`src/rtl/rsq_pkg.sv`:
```
package rsq_pkg;
   localparam int ADDR_W      = 8;
   localparam int DATA_W      = 16;
   localparam int FRAME_W     = ADDR_W + DATA_W;
   localparam int BASE_WRITES = 4;
   localparam int MAX_WRITES  = BASE_WRITES + 1;
   localparam int IDX_W       = $clog2(MAX_WRITES);

   typedef struct packed {
      logic [ADDR_W-1:0] addr;
      logic [DATA_W-1:0] data;
   } wr_pair_t;

   typedef enum logic [2:0] {
      ST_IDLE = 3'd0,
      ST_RST  = 3'd1,
      ST_WAKE = 3'd2,
      ST_SEND = 3'd3,
      ST_GAP  = 3'd4,
      ST_DONE = 3'd5
   } seq_state_t;
endpackage

```
`src/rtl/rsq_script.sv`:
```
module rsq_script
   import rsq_pkg::*;
(
   input  logic [IDX_W-1:0] idx,
   input  logic             ac_mode,
   output wr_pair_t         pair,
   output logic [IDX_W-1:0] last_idx
);
   // Fixed write list; the order is part of the behaviour.
   always_comb begin
      case (idx)
         IDX_W'(0): pair = '{addr: 8'h03, data: 16'h0002};
         IDX_W'(1): pair = '{addr: 8'h01, data: 16'h0010};
         IDX_W'(2): pair = '{addr: 8'hC7, data: 16'h8001};
         IDX_W'(3): pair = '{addr: 8'hDE, data: 16'h01C0};
         IDX_W'(4): pair = '{addr: 8'hE2, data: 16'h00C0};
         default:   pair = '{addr: '0, data: '0};
      endcase
   end

   assign last_idx = ac_mode ? IDX_W'(MAX_WRITES - 1) : IDX_W'(BASE_WRITES - 1);
endmodule

```
`src/rtl/rsq_sclk_gen.sv`:
```
module rsq_sclk_gen #(
   parameter int CLK_DIV = 4
) (
   input  logic clk,
   input  logic rst_n,
   input  logic run,
   output logic sclk,
   output logic rise_stb,
   output logic fall_stb
);
   localparam int HALF = CLK_DIV / 2;
   localparam int CW   = (CLK_DIV > 2) ? $clog2(CLK_DIV) : 1;

   logic sclk_q;

   generate
      if (CLK_DIV < 2 || (CLK_DIV % 2) != 0) begin : g_bad_div
         $error("rsq_sclk_gen: CLK_DIV must be even and at least 2");
      end

      if (CLK_DIV == 2) begin : g_toggle
         assign rise_stb = run && !sclk_q;
         assign fall_stb = run && sclk_q;
         always_ff @(posedge clk or negedge rst_n) begin
            if (!rst_n)      sclk_q <= 1'b0;
            else if (!run)   sclk_q <= 1'b0;
            else             sclk_q <= !sclk_q;
         end
      end else begin : g_counter
         logic [CW-1:0] cnt;
         assign rise_stb = run && (cnt == CW'(HALF - 1));
         assign fall_stb = run && (cnt == CW'(CLK_DIV - 1));
         always_ff @(posedge clk or negedge rst_n) begin
            if (!rst_n) begin
               cnt    <= '0;
               sclk_q <= 1'b0;
            end else if (!run) begin
               cnt    <= '0;
               sclk_q <= 1'b0;
            end else begin
               cnt <= fall_stb ? '0 : cnt + 1'b1;
               if (rise_stb)      sclk_q <= 1'b1;
               else if (fall_stb) sclk_q <= 1'b0;
            end
         end
      end
   endgenerate

   assign sclk = sclk_q;

   AST_SCLK_PARKS_LOW: assert property (@(posedge clk) disable iff (!rst_n)
      !run |=> !sclk)
      else $error("ser_clk not parked low");
endmodule

```
`src/rtl/rsq_frame_tx.sv`:
```
module rsq_frame_tx #(
   parameter int FRAME_W = 24
) (
   input  logic               clk,
   input  logic               rst_n,
   input  logic               load,
   input  logic [FRAME_W-1:0] frame,
   input  logic               shift_stb,
   output logic               sdata,
   output logic               frame_end
);
   localparam int CNT_W = $clog2(FRAME_W + 1);

   logic [FRAME_W-1:0] shreg;
   logic [CNT_W-1:0]   bitcnt;

   generate
      if (FRAME_W < 2) begin : g_bad_w
         $error("rsq_frame_tx: FRAME_W too small");
      end
   endgenerate

   always_ff @(posedge clk or negedge rst_n) begin
      if (!rst_n) begin
         shreg  <= '0;
         bitcnt <= '0;
      end else if (load) begin
         shreg  <= frame;
         bitcnt <= '0;
      end else if (shift_stb) begin
         shreg  <= {shreg[FRAME_W-2:0], 1'b0};
         bitcnt <= bitcnt + 1'b1;
      end
   end

   assign sdata     = shreg[FRAME_W-1];
   assign frame_end = shift_stb && (bitcnt == CNT_W'(FRAME_W - 1));

   AST_NO_OVERSHIFT: assert property (@(posedge clk) disable iff (!rst_n)
      shift_stb |-> (bitcnt < CNT_W'(FRAME_W)))
      else $error("frame shifter ran past its width");
endmodule

```
`src/rtl/rsq_init_seq.sv`:
```
module rsq_init_seq
   import rsq_pkg::*;
#(
   parameter int CLK_DIV     = 4,
   parameter int RST_CYCLES  = 16,
   parameter int WAKE_CYCLES = 32,
   parameter int GAP_SCLKS   = 2
) (
   input  logic clk,
   input  logic rst_n,
   input  logic start,
   input  logic ac_coupled,
   output logic busy,
   output logic done,
   output logic conv_rst_n,
   output logic ser_clk,
   output logic ser_data,
   output logic ser_cs_n
);
   localparam int GAP_CYCLES = GAP_SCLKS * CLK_DIV;
   localparam int LONG_RW    = (RST_CYCLES > WAKE_CYCLES) ? RST_CYCLES : WAKE_CYCLES;
   localparam int LONGEST    = (LONG_RW > GAP_CYCLES) ? LONG_RW : GAP_CYCLES;
   localparam int TW         = $clog2(LONGEST + 1);

   generate
      if (GAP_SCLKS < 2) begin : g_bad_gap
         $error("rsq_init_seq: GAP_SCLKS must be at least 2");
      end
      if (RST_CYCLES < 1 || WAKE_CYCLES < 1) begin : g_bad_time
         $error("rsq_init_seq: RST_CYCLES and WAKE_CYCLES must be positive");
      end
   endgenerate

   seq_state_t       state;
   logic [TW-1:0]    tcnt;
   logic [IDX_W-1:0] idx;
   logic             ac_q;

   wr_pair_t         pair;
   logic [IDX_W-1:0] last_idx;
   logic             sclk_rise, sclk_fall, frame_end, enter_send;

   rsq_script u_script (
      .idx      (idx),
      .ac_mode  (ac_q),
      .pair     (pair),
      .last_idx (last_idx)
   );

   rsq_sclk_gen #(.CLK_DIV(CLK_DIV)) u_sclk (
      .clk      (clk),
      .rst_n    (rst_n),
      .run      (state == ST_SEND),
      .sclk     (ser_clk),
      .rise_stb (sclk_rise),
      .fall_stb (sclk_fall)
   );

   rsq_frame_tx #(.FRAME_W(FRAME_W)) u_tx (
      .clk       (clk),
      .rst_n     (rst_n),
      .load      (enter_send),
      .frame     (pair),
      .shift_stb (sclk_fall),
      .sdata     (ser_data),
      .frame_end (frame_end)
   );

   assign enter_send = ((state == ST_WAKE) && (tcnt == TW'(WAKE_CYCLES - 1))) ||
                       ((state == ST_GAP)  && (tcnt == TW'(GAP_CYCLES - 1)));

   always_ff @(posedge clk or negedge rst_n) begin
      if (!rst_n) begin
         state <= ST_IDLE;
         tcnt  <= '0;
         idx   <= '0;
         ac_q  <= 1'b0;
      end else begin
         case (state)
            ST_IDLE, ST_DONE: begin
               if (start) begin
                  state <= ST_RST;
                  tcnt  <= '0;
                  idx   <= '0;
                  ac_q  <= ac_coupled;
               end
            end
            ST_RST: begin
               if (tcnt == TW'(RST_CYCLES - 1)) begin
                  state <= ST_WAKE;
                  tcnt  <= '0;
               end else begin
                  tcnt <= tcnt + 1'b1;
               end
            end
            ST_WAKE: begin
               if (enter_send) begin
                  state <= ST_SEND;
                  tcnt  <= '0;
               end else begin
                  tcnt <= tcnt + 1'b1;
               end
            end
            ST_SEND: begin
               if (frame_end) begin
                  tcnt <= '0;
                  if (idx == last_idx) begin
                     state <= ST_DONE;
                  end else begin
                     state <= ST_GAP;
                     idx   <= idx + 1'b1;
                  end
               end
            end
            ST_GAP: begin
               if (enter_send) begin
                  state <= ST_SEND;
                  tcnt  <= '0;
               end else begin
                  tcnt <= tcnt + 1'b1;
               end
            end
            default: state <= ST_IDLE;
         endcase
      end
   end

   assign busy       = (state == ST_RST) || (state == ST_WAKE) ||
                       (state == ST_SEND) || (state == ST_GAP);
   assign done       = (state == ST_DONE);
   assign conv_rst_n = (state != ST_RST);
   assign ser_cs_n   = (state != ST_SEND);

   AST_RST_NO_FRAME: assert property (@(posedge clk) disable iff (!rst_n)
      !conv_rst_n |-> ser_cs_n)
      else $error("frame during converter reset");
   AST_CS_IDLE_SCLK: assert property (@(posedge clk) disable iff (!rst_n)
      ser_cs_n |-> !ser_clk)
      else $error("ser_clk high with chip select released");
   AST_DATA_HOLD_HIGH: assert property (@(posedge clk) disable iff (!rst_n)
      (ser_clk && $past(ser_clk)) |-> $stable(ser_data))
      else $error("ser_data moved while ser_clk high");
   AST_IDX_BOUND: assert property (@(posedge clk) disable iff (!rst_n)
      busy |-> (idx <= last_idx))
      else $error("write index beyond list");
   AST_BUSY_DONE_EXCL: assert property (@(posedge clk) disable iff (!rst_n)
      !(busy && done))
      else $error("busy and done together");
   AST_DONE_HOLDS: assert property (@(posedge clk) disable iff (!rst_n)
      (done && !start) |=> done)
      else $error("done dropped without start");
   AST_START_IGNORED: assert property (@(posedge clk) disable iff (!rst_n)
      (((state == ST_SEND) || (state == ST_GAP) || (state == ST_WAKE)) && start)
         |=> (state != ST_RST))
      else $error("start restarted a running sequence");
endmodule

```
`config.mk`:
```
export PLATFORM = sky130hd
export DESIGN_NAME = rsq_init_seq
export DESIGN_NICKNAME = d
export VERILOG_FILES = /design/src/rtl/rsq_pkg.sv /design/src/rtl/rsq_script.sv /design/src/rtl/rsq_sclk_gen.sv /design/src/rtl/rsq_frame_tx.sv /design/src/rtl/rsq_init_seq.sv
export SDC_FILE = /design/constraint.sdc
export NUM_CORES = 1
export LEC_CHECK = 0
export ABC_AREA = 1
export BUFFER_PORTS_ARGS = -buffer_cell sky130_fd_sc_hd__buf_2
export CAP_MARGIN = 15
export CORE_ASPECT_RATIO = 1.4
export CORE_MARGIN = 8
export CORE_UTILIZATION = 26
export CTS_CLUSTER_SIZE = 24
export DETAILED_ROUTE_END_ITERATION = 10
export PLACE_DENSITY = 0.44
export SLEW_MARGIN = 20
export SYNTH_ARGS = -nofsm -noshare
export SYNTH_HDL_FRONTEND = slang
export SYNTH_SLANG_ARGS = --single-unit
```
`constraint.sdc`:
```
create_clock -name clk -period 1.8 [get_ports clk]
set_input_delay 0.18 -clock clk [delete_from_list [all_inputs] [get_ports clk]]
set_output_delay 0.18 -clock clk [all_outputs]
set_load 0.05 [all_outputs]
```
==> run metrics, run 1 <==
endpoints failing setup 0; area growth from synthesis to layout 16.13%; family with the most delay on the worst path flip-flops; Met3 Wirelength 205 um; initial antenna violation count 0; clk_skew 0.005045 ns; residual DRC count 0; Core Region 9459 um^2; Mapped Nets 339; Post-Syn Instances 326; CTS tree yes; wire per inst 12.63 um; number of I/O port buffers 9; Clk pin slew, worst setup/hold paths 0.07 ns; Sw Share 40.40%; post-route antenna net violation count 0; Pleak 0.001560 uW; worst hold slack 0.1646 ns; clock share of power 26.8%; Skew-Pair Late Insertion Delay 0.29 ns; H-tree depth 2; Num Clock Sinks 45; PwrDens 1179 nW/um^2; CTS buffer count 5; row count 42; Arr. time, crit path 1.47 ns; die area 13150 um^2; initial DRC count 109; Peak Freq 604.5 MHz; Yosys cell types 27; Seq cells post-synth 45; Crit-path slowest cell dfrtp_1; global-route wire length before repair 10100 um; Bufs on Longest Clock Path 2; DR top layer met4; min Tclk post-route 1.654 ns; yosys warns 0; CP startpoint kind flip-flop; vias per cell 4.569; Ant. Diodes 0; max incr delay on CP 0.59 ns; Worst Hold Class input port to flip-flop; Cell Area, Synth 2521 um^2; Worst Tran Pin Value 0.5360 ns; Detailed Route WL 5798 um; RSZ-0062 raised after global routing false; Initial Util 26.65%; Comb pwr share 36.9%; critical path start-end classification flip-flop to primary output; Placer Congestion 0.7800; Int Pwr 2058 uW; worst path required time 1.62 ns; Worst IR Drop VDD 0.3136 mV; Slew Viols, Final 0; count of final hold-check violations 0; max cap viols 0; DIE HEIGHT 132.5 um; largest net degree at the start of global routing 27; hpwl dp 4349 um; vias in the first global route 2083; Post-Layout Cell Count 459; IO Pins 10; WL met1 2520 um; ordered cell list for the critical path nor2_4 -> inv_2 -> nand4_1 -> clkbuf_4; fin util 30.95%; met2 WL 2878 um; Sum Neg Setup Slack 0 ns; CP Capture Type primary output; dpl cells 447; layout cells sized above 1 16.33%; syn avg cell area 7.734 um^2; fin nets 361; sequential-to-total area share from yosys stat 44.67%; Final period util 91.90%; Final Power 3452 uW; CP bufs+invs 2; grt ovf 0; via count 2097; slew margin rel. 64.27%; # fillers 1029; outcome completed; Crit Path Max Fanout 9; drt first pass iters 5; die width 99.23 um; CTS Root Cell clkbuf_16; GRT Total Usage 9.690%; Psw 1394 uW; sequential power share 36.3%
-- timing repair --
action                     4_1_cts  5_1_grt
buffers inserted                 0        3
hold endpoints to repair        19        0
hold buffers                     1        0
pin swaps                        0        1
gates resized for setup          1        4
setup endpoints to repair        1       12
-- area by class of cell --
cell class / count / area, um^2 / share of cell area, %
well taps: 110 / 137.6 / 4.701
flip-flops and latches: 45 / 1129 / 38.55
repair buffers: 21 / 165.2 / 5.641
clock inverters: 3 / 22.52 / 0.7692
multi-input cells: 245 / 1234 / 42.14
clock buffers: 5 / 125.1 / 4.274
inverters: 30 / 115.1 / 3.932
-- power groups by stage --
stage / logic, uW / registers (uW) / clock network, uW
5_1_grt: 1450 / 1270 / 1010
2_1_floorplan: 954 / 1230 / 0
3_3_place_gp: 1210 / 1290 / 0
4_1_cts: 1210 / 1280 / 973
6_report: 1270 / 1250 / 926
3_5_place_dp: 1210 / 1290 / 0
-- worst register-to-register path, cell delays in order, from the launching register on --
cell	delay, ns
dfrtp_1	0.41
ha_2	0.25
nand3_2	0.12
nor2_1	0.14
nand2_2	0.13
nand2_4	0.14
nor2_8	0.06
buf_12	0.15
nand2_1	0.06
nand3_1	0.07
-- placed cells by master (no fill, tap or decap), types with 2 or more instances in the layout --
cell | Yosys | final
nor2_2 | 3 | 3
a21oi_1 | 2 | 2
nand2_2 | 5 | 5
nand4_1 | 5 | 5
xor2_1 | 5 | 5
inv_1 | 25 | 24
clkbuf_16 | 0 | 5
dfrtp_1 | 45 | 43
nor3_1 | 3 | 3
dfrtp_2 | 0 | 2
nand3_2 | 3 | 4
nand2_1 | 122 | 122
o21ai_0 | 13 | 13
clkinv_4 | 0 | 2
inv_2 | 4 | 5
nand2_4 | 3 | 3
buf_12 | 0 | 2
nor2_1 | 24 | 24
nand3_1 | 41 | 40
buf_2 | 1 | 8
ha_1 | 9 | 8
buf_4 | 2 | 9
-- flip-flops by register name, indices dropped and copies added, names as in the netlist --
signal	flops
ac_q	1
idx	3
u_sclk.sclk	1
state	3
u_sclk.g_counter.cnt	2
u_tx.bitcnt	5
u_tx.shreg	24
tcnt	6
-- Yosys cell counts --
master | instances | area share [%]
nand2_2 | 5 | 1.2
nor3_4 | 1 | 0.65
nor2_1 | 24 | 3.6
a21oi_1 | 2 | 0.40
nand2_1 | 122 | 18
inv_2 | 4 | 0.60
nand3_1 | 41 | 8.1
inv_4 | 1 | 0.25
nand3_2 | 3 | 1.2
nor2_4 | 1 | 0.45
nand2_4 | 3 | 1.3
buf_6 | 3 | 1.3
a21oi_2 | 1 | 0.35
nand4_1 | 5 | 1.2
nor2_8 | 1 | 0.79
dfrtp_1 | 45 | 45
nor3b_2 | 1 | 0.50
buf_2 | 1 | 0.20
buf_4 | 2 | 0.60
nor2_2 | 3 | 0.74
xor2_1 | 5 | 1.7
o21ai_1 | 1 | 0.20
o21ai_0 | 13 | 2.6
ha_1 | 9 | 4.5
inv_1 | 25 | 3.7
o31ai_1 | 1 | 0.30
nor3_1 | 3 | 0.60
-- routing by layer --
layer | global-route usage, % | up-vias
met1 | 11.04 | 981
li1 | - | 1075
met2 | 16.06 | 29
met4 | 5.405 | 0
met3 | 2.415 | 12
met5 | 0 | -
-- metrics by stage --
| stage | area, um^2 | setup slack (ns) |
|---|---|---|
| after global routing | 2928 | 0.01055 |
| after CTS | 2899 | 0.004990 |
| final | 2928 | 0.1457 |
| after global placement | 2740 | 0.1772 |
| after floorplan | 2526 | 0.1271 |
| after detailed placement | 2740 | 0.1266 |
-- cells by family (layout without fill, tap and decap cells) --
logic type / count (synthesis) / count (layout) / share of synthesized area, %
compound gates: 18 / 18 / 3.821
xor+xnor: 5 / 5 / 1.737
fa+ha+maj: 9 / 9 / 4.467
buf+inv: 36 / 59 / 6.699
flops: 45 / 45 / 44.67
simple gates: 213 / 213 / 38.61
-- final timing paths --
| check | cells after the start | start | end | slack (ns) |
|---|---|---|---|---|
| min in group asynchronous | 2 | rst_n | u_tx.shreg[18] | 0.40 |
| setup reg to reg | 9 | tcnt[0] | u_tx.shreg[22] | 0.16 |
| hold reg to reg | 2 | u_tx.shreg[13] | u_tx.shreg[13] | 0.47 |
| hold / removal | 3 | ac_coupled | ac_q | 0.16 |
| max in group asynchronous | 3 | rst_n | state[0] | 0.86 |
| setup / recovery | 4 | state[2] | busy | 0.15 |
Note: power is estimated with default switching activity, not from simulation.
==> run 2: changes to the inputs <==
Settings changed: PLACE_DENSITY 0.44 to unset, PLACE_DENSITY_LB_ADDON set to 0.05.
==> run metrics, run 2 (synthesized netlist as in run 1, its figures left out) <==
outcome completed (unchanged); dpl cells 448 (was 447); R2R Path Start tcnt[0] (unchanged); Largest regs u_tx.shreg (24), tcnt (6), u_tx.bitcnt (5) (unchanged); post-route antenna net violation count 0 (unchanged); crit path from tcnt[0] (was state[2]); drt first pass iters 4 (was 5); clk_skew 0.004531 ns (was 0.005045 ns); multi-input logic area 1234 um^2 (unchanged); layout cells sized above 1 16.86% (was 16.33%); # fillers 1064 (was 1029); Worst IR Drop VDD 0.4949 mV (was 0.3136 mV); H-tree depth 2 (unchanged); DIE HEIGHT 132.5 um (unchanged); number of I/O port buffers 9 (unchanged); global-route wire length before repair 10860 um (was 10100 um); Worst Tran Pin Value 0.4825 ns (was 0.5360 ns); GRT Total Usage 10.48% (was 9.690%); most common cell after layout, fill and taps aside nand2_1 (unchanged); Skew-Pair Late Insertion Delay 0.29 ns (about the same); wire per inst 13.99 um (was 12.63 um); most frequent cells in the layout 122 x nand2_1, 42 x dfrtp_1, 40 x nand3_1 (was 122 x nand2_1, 43 x dfrtp_1, 40 x nand3_1); CP Capture Type flip-flop (was primary output); Final period util 92.27% (was 91.90%); Post-Layout Cell Count 460 (was 459); Clk pin slew, worst setup/hold paths 0.07 ns (about the same); grt ovf 0 (unchanged); Bufs on Longest Clock Path 2 (unchanged); ordered cell list for the critical path ha_2 -> nand3_2 -> nor2_1 -> nand2_2 -> nand2_4 -> nor2_8 -> buf_12 -> nand2_1 -> o21ai_0 (was nor2_4 -> inv_2 -> nand4_1 -> clkbuf_4); largest net degree at the start of global routing 30 (was 27); CP startpoint kind flip-flop (unchanged); Arr. time, crit path 1.83 ns (was 1.47 ns); PwrDens 1243 nW/um^2 (was 1179 nW/um^2); slew margin rel. 67.83% (was 64.27%); Slew Viols, Final 0 (unchanged); max incr delay on CP 0.42 ns (was 0.59 ns); critical path start-end classification flip-flop to flip-flop (was flip-flop to primary output); worst hold start ac_coupled (unchanged); CTS buffer count 5 (unchanged); initial DRC count 82 (was 109); Placer Congestion 0.7334 (was 0.7800); count of final hold-check violations 0 (unchanged); register area 1130 um^2 (was 1129 um^2); hpwl dp 4725 um (was 4349 um); vias in the first global route 2090 (was 2083); row count 42 (unchanged); CTS tree yes (unchanged); Worst Hold Class input port to flip-flop (unchanged); area growth from synthesis to layout 19.06% (was 16.13%); vias per cell 4.561 (was 4.569); Ant. Diodes 0 (unchanged); CTS Root Cell clkbuf_16 (unchanged); fin nets 362 (was 361); Detailed Route WL 6437 um (was 5798 um); max reg flops 24 (unchanged); max cap viols 0 (unchanged); RSZ-0062 raised after global routing false (unchanged); Peak Freq 602.1 MHz (was 604.5 MHz); die area 13150 um^2 (unchanged); IO Pins 10 (unchanged); via count 2098 (was 2097); Core Region 9459 um^2 (unchanged); Post-DP Area 2760 um^2 (was 2740 um^2); endpoints failing setup 0 (unchanged); residual DRC count 0 (unchanged); worst path required time 1.97 ns (was 1.62 ns); die width 99.23 um (unchanged); Biggest register u_tx.shreg (unchanged); initial antenna violation count 0 (unchanged); Crit Path Max Fanout 13 (was 9); Initial Util 26.65% (unchanged); Num Clock Sinks 45 (unchanged); Design Area, Final 3002 um^2 (was 2928 um^2); Crit-path slowest cell dfrtp_1 (unchanged); min Tclk post-route 1.661 ns (was 1.654 ns); Sum Neg Setup Slack 0 ns (unchanged); Pleak 0.001590 uW (was 0.001560 uW)
[run 2: power by group]
group / switching (uW) / internal [uW]
Clock: 405 / 793
Combinational: 859 / 396
Sequential: 149 / 1130
Total: 1410 / 2320
[run 2: repair_timing]
| action | 4_1_cts | 5_1_grt |
|---|---|---|
| gates resized for setup | 1 | 4 |
| buffers inserted | 0 | 3 |
| hold buffers | 1 | 0 |
| pin swaps | 0 | 2 |
| endpoints found under the hold margin | 16 | 0 |
| setup endpoints to repair | 1 | 17 |
[run 2: path summary, 6_finish.rpt]
path                       depth (start not counted)  slack, ns             end
min                                                3       0.15            ac_q
max in group asynchronous                          3       0.89            ac_q
min reg2reg                                        2       0.47  u_tx.shreg[14]
max reg2reg                                        9       0.14  u_tx.shreg[10]
max                                                9       0.14  u_tx.shreg[10]
min in group asynchronous                          2       0.38        state[2]
[run 2: worst max-delay path, delay by kind of cell, from the launching register on]
| kind | cells | cell delay [ns] |
|---|---|---|
| AND/OR/NAND/NOR | 6 | 0.65 |
| flip-flops | 1 | 0.42 |
| AO/OA/AOI/OAI | 1 | 0.08 |
| adder cells (fa/ha/maj) | 1 | 0.25 |
| buffers and inverters | 1 | 0.14 |
[run 2: layout make-up]
class / count / share of cell area, %
Timing Repair Buffer: 22 / 6.503
Clock inverter: 3 / 2.168
Sequential cell: 45 / 37.64
Multi-Input combinational cell: 245 / 41.10
Tap cell: 110 / 4.585
Inverter: 30 / 3.835
Clock buffer: 5 / 4.168
[run 2: through the flow]
step / worst slack, ns / total power [uW] / hold WS, ns / util, %
finish: 0.1391 / 3731 / 0.1541 / 31.73
floorplan: 0.1271 / 2183 / -0.1156 / -
CTS: 0.002220 / 3774 / 0.1510 / 31.31
global route: 0.01715 / 3989 / 0.1675 / 31.73
global placement: 0.1226 / 2561 / 0.1750 / 29.18
detailed placement: 0.09524 / 2542 / 0.1722 / 29.18
[run 2: layer usage]
layer / up-vias / track usage [%] / wire length (um)
met3: 5 / 2.362 / 214
met1: 988 / 12.57 / 2933
met2: 26 / 17.48 / 3185
met5: - / 0 / 0
li1: 1079 / - / -
met4: 0 / 4.307 / 104
==> run 3: changes to the inputs <==
Settings changed: ABC_AREA 1 to unset, CORE_ASPECT_RATIO 1.4 to 1.75, PLACE_DENSITY set to 0.36, PLACE_DENSITY_LB_ADDON 0.05 to unset.
==> run metrics, run 3 <==
hpwl dp 4799 um (was 4725 um); Seq cells post-synth 45 (unchanged); IO Pins 10 (unchanged); Final Power 2163 uW (was 3731 uW); syn avg cell area 10.23 um^2 (was 7.734 um^2); GR peak layer met2 (unchanged); critical path start-end classification flip-flop to flip-flop (unchanged); met3 usage 1.796% (was 2.362%); row count 46 (was 42); grt met1 use 11.80% (was 12.57%); Pleak 0.001494 uW (was 0.001590 uW); Ant. Diodes 0 (unchanged); Top FF cell, synth dfrtp_1 (unchanged); vias per cell 4.800 (was 4.561); wire per inst 16.23 um (was 13.99 um); initial antenna violation count 0 (unchanged); GRT Total Usage 11.17% (was 10.48%); Largest regs u_tx.shreg (24), tcnt (6), u_tx.bitcnt (5) (unchanged); Biggest register u_tx.shreg (unchanged); main combinational cell family by area after synthesis simple AND/OR/NAND/NOR gates (unchanged); dpl ws -0.06068 ns (was 0.09524 ns); PwrDens 663.7 nW/um^2 (was 1243 nW/um^2); CTS buffer count 5 (unchanged); endpoints failing setup 2 (was 0); grt ovf 0 (unchanged); Placer Congestion 0.7609 (was 0.7334); fin nets 298 (was 362); H-tree depth 2 (unchanged); clk_skew 0.002626 ns (was 0.004531 ns); Synth area leaders dfrtp_1 48%, ha_1 4.8%, a22o_1 4.5% (was dfrtp_1 45%, nand2_1 18%, nand3_1 8.1%); Detailed Route WL 6589 um (was 6437 um); Final period util 101.2% (was 92.27%); Synth Area in Adders 4.808% (was 4.467%); register area 1127 um^2 (was 1130 um^2); residual DRC count 0 (unchanged); Slew Viols, Final 0 (unchanged); initial DRC count 59 (was 82); CP startpoint kind flip-flop (unchanged); most common cell in the netlist dfrtp_1 (was nand2_1); Cell Area, Synth 2342 um^2 (was 2521 um^2); Clk pin slew, worst setup/hold paths 0.07 ns (about the same); Compound-Gate Fraction of Synth Area 18.59% (was 3.821%); top cell type by total area after synthesis dfrtp_1 (unchanged); Yosys cell types 52 (was 27); die area 12420 um^2 (was 13150 um^2); Sum Neg Setup Slack -0.04027 ns (was 0 ns); via count 1949 (was 2098); Num Clock Sinks 45 (unchanged); area growth from synthesis to layout 39.16% (was 19.06%); CTS Root Cell clkbuf_16 (unchanged); failing checks negative hold slack, negative setup slack; most frequent cells in the layout 45 x buf_4, 44 x dfrtp_1, 25 x nand2_1 (was 122 x nand2_1, 42 x dfrtp_1, 40 x nand3_1); Crit Path Max Fanout 7 (was 13); largest net degree at the start of global routing 46 (was 30); post-route antenna net violation count 0 (unchanged); top cell type's share of synthesized area 48.08% (was 44.67%); slew margin rel. 59.12% (was 67.83%); vias in the first global route 1937 (was 2090); min Tclk post-route 1.822 ns (was 1.661 ns); Worst IR Drop VDD 0.3809 mV (was 0.4949 mV); RSZ-0062 raised after global routing true (was false); Mapped Nets 242 (was 339); yosys warns 0 (unchanged); Skew-Pair Late Insertion Delay 0.29 ns (about the same); outcome finished, violations left (was completed); layout cells sized above 1 38.46% (was 16.86%); mux share of post-synthesis cell area 3.098% (was 0%); Post-Synth Simple-Gate Area 19.60% (was 38.61%); drt first pass iters 4 (unchanged); Core Region 8921 um^2 (was 9459 um^2); multi-input logic area 1305 um^2 (was 1234 um^2); DIE HEIGHT 141.6 um (was 132.5 um); sequential-to-total area share from yosys stat 48.08% (was 44.67%); most common cell after layout, fill and taps aside buf_4 (was nand2_1); count of final hold-check violations 22 (was 0); M2 GR Usage 20.60% (was 17.48%); worst path required time 1.97 ns (about the same); max cap viols 0 (unchanged); Worst Tran Pin Value 0.6132 ns (was 0.4825 ns); die width 87.75 um (was 99.23 um); number of I/O port buffers 9 (unchanged); max reg flops 24 (unchanged); CP Capture Type flip-flop (unchanged); CTS tree yes (unchanged); Peak Freq 548.8 MHz (was 602.1 MHz); commonest cells in the netlist 45 x dfrtp_1, 26 x nand2_1, 17 x nor2_1 (was 122 x nand2_1, 45 x dfrtp_1, 41 x nand3_1); # fillers 903 (was 1064); global-route wire length before repair 10450 um (was 10860 um); Worst Hold Class input port to async pin (was input port to flip-flop); Post-Syn Instances 229 (was 326); Post-synth EDFFs 0 (unchanged); R2R setup slack -0.02 ns (was 0.14 ns); Initial Util 26.26% (was 26.65%); worst hold slack -0.02063 ns (was 0.1541 ns); fin worst setup slack -0.02209 ns (was 0.1391 ns); XOR/XNOR share of the synthesized area 1.870% (was 1.737%); Bufs on Longest Clock Path 2 (unchanged); post-synthesis async set-or-reset flop share 100.0% (unchanged); Arr. time, crit path 2.00 ns (was 1.83 ns)
==> run 3: changes by cell type after synthesis, moves of 5 or more <==
| cell | delta |
|---|---|
| inv_1 | -17 |
| o21ai_0 | -8 |
| a22o_1 | +12 |
| clkbuf_1 | +5 |
| nor2_1 | -7 |
| nand3_1 | -36 |
| and3_1 | +6 |
| nor2b_1 | +5 |
| mux2i_1 | +5 |
| a31oi_1 | +5 |
| nand2_2 | -5 |
| a221o_1 | +9 |
| nand2_1 | -96 |
==> run 3: cell families (layout without fill, tap and decap cells) <==
| family | after synthesis | count (layout) |
|---|---|---|
| fa+ha+maj | 9 | 9 |
| flops | 45 | 45 |
| mux | 7 | 7 |
| xor+xnor | 5 | 5 |
| buf+inv | 20 | 77 |
| simple gates | 88 | 88 |
| compound gates | 55 | 55 |
==> run 3: layer usage <==
metal	wire length, um	vias to the layer above
li1	-	950
met1	2547	976
met2	3804	18
met3	125	5
met4	111	0
met5	0	-
==> run 3: metrics by stage <==
step	std cells	instance area [um^2]	util [%]
2_1_floorplan	229	2350	-
3_3_place_gp	389	2818	31.58
3_5_place_dp	389	2818	31.58
4_1_cts	398	3060	34.31
5_1_grt	406	3259	36.54
6_report	406	3259	36.54
==> run 3: worst max-delay path: stages (launching register included) <==
cell and delay (ns):
dfrtp_1 0.35, ha_2 0.20, nor2b_4 0.14, nand4_1 0.15
buf_4 0.19, o22a_4 0.26, and3_4 0.15, a221o_1 0.26
==> run 3: path summary, 6_finish.rpt <==
| kind | start | endpoint | cells after the start |
|---|---|---|---|
| worst max register to register | tcnt[0] | u_tx.shreg[1] | 7 |
| worst min register to register | u_tx.shreg[11] | u_tx.shreg[11] | 1 |
| worst min-delay path | rst_n | u_tx.shreg[19] | 2 |
| min in group clk | ac_coupled | ac_q | 2 |
| worst max-delay path | tcnt[0] | u_tx.shreg[1] | 7 |
| max in group asynchronous | rst_n | state[0] | 2 |
==> run 3: area by class of cell <==
cell class	instances	share of cell area, %
clock buffer	6	4.261
clock inverter	2	1.152
inverter	8	0.9213
multi-input combinational	164	40.04
sequential	45	34.59
tap	120	4.607
timing repair buffer	61	14.43
==> run 3: power breakdown <==
group / switching [uW] / internal (uW)
logic: 24.6 / 6.56
clock network: 426 / 694
registers: 0.744 / 1010
total: 451 / 1710
==> run 3: what timing repair did <==
item / in CTS / in global routing
endpoints found under the hold margin: 0 / 0
gates cloned: 0 / 1
pin swaps: 3 / 14
gates resized for setup: 15 / 33
hold buffers: 0 / 0
setup buffers: 1 / 8
endpoints found under the setup margin: 19 / 30
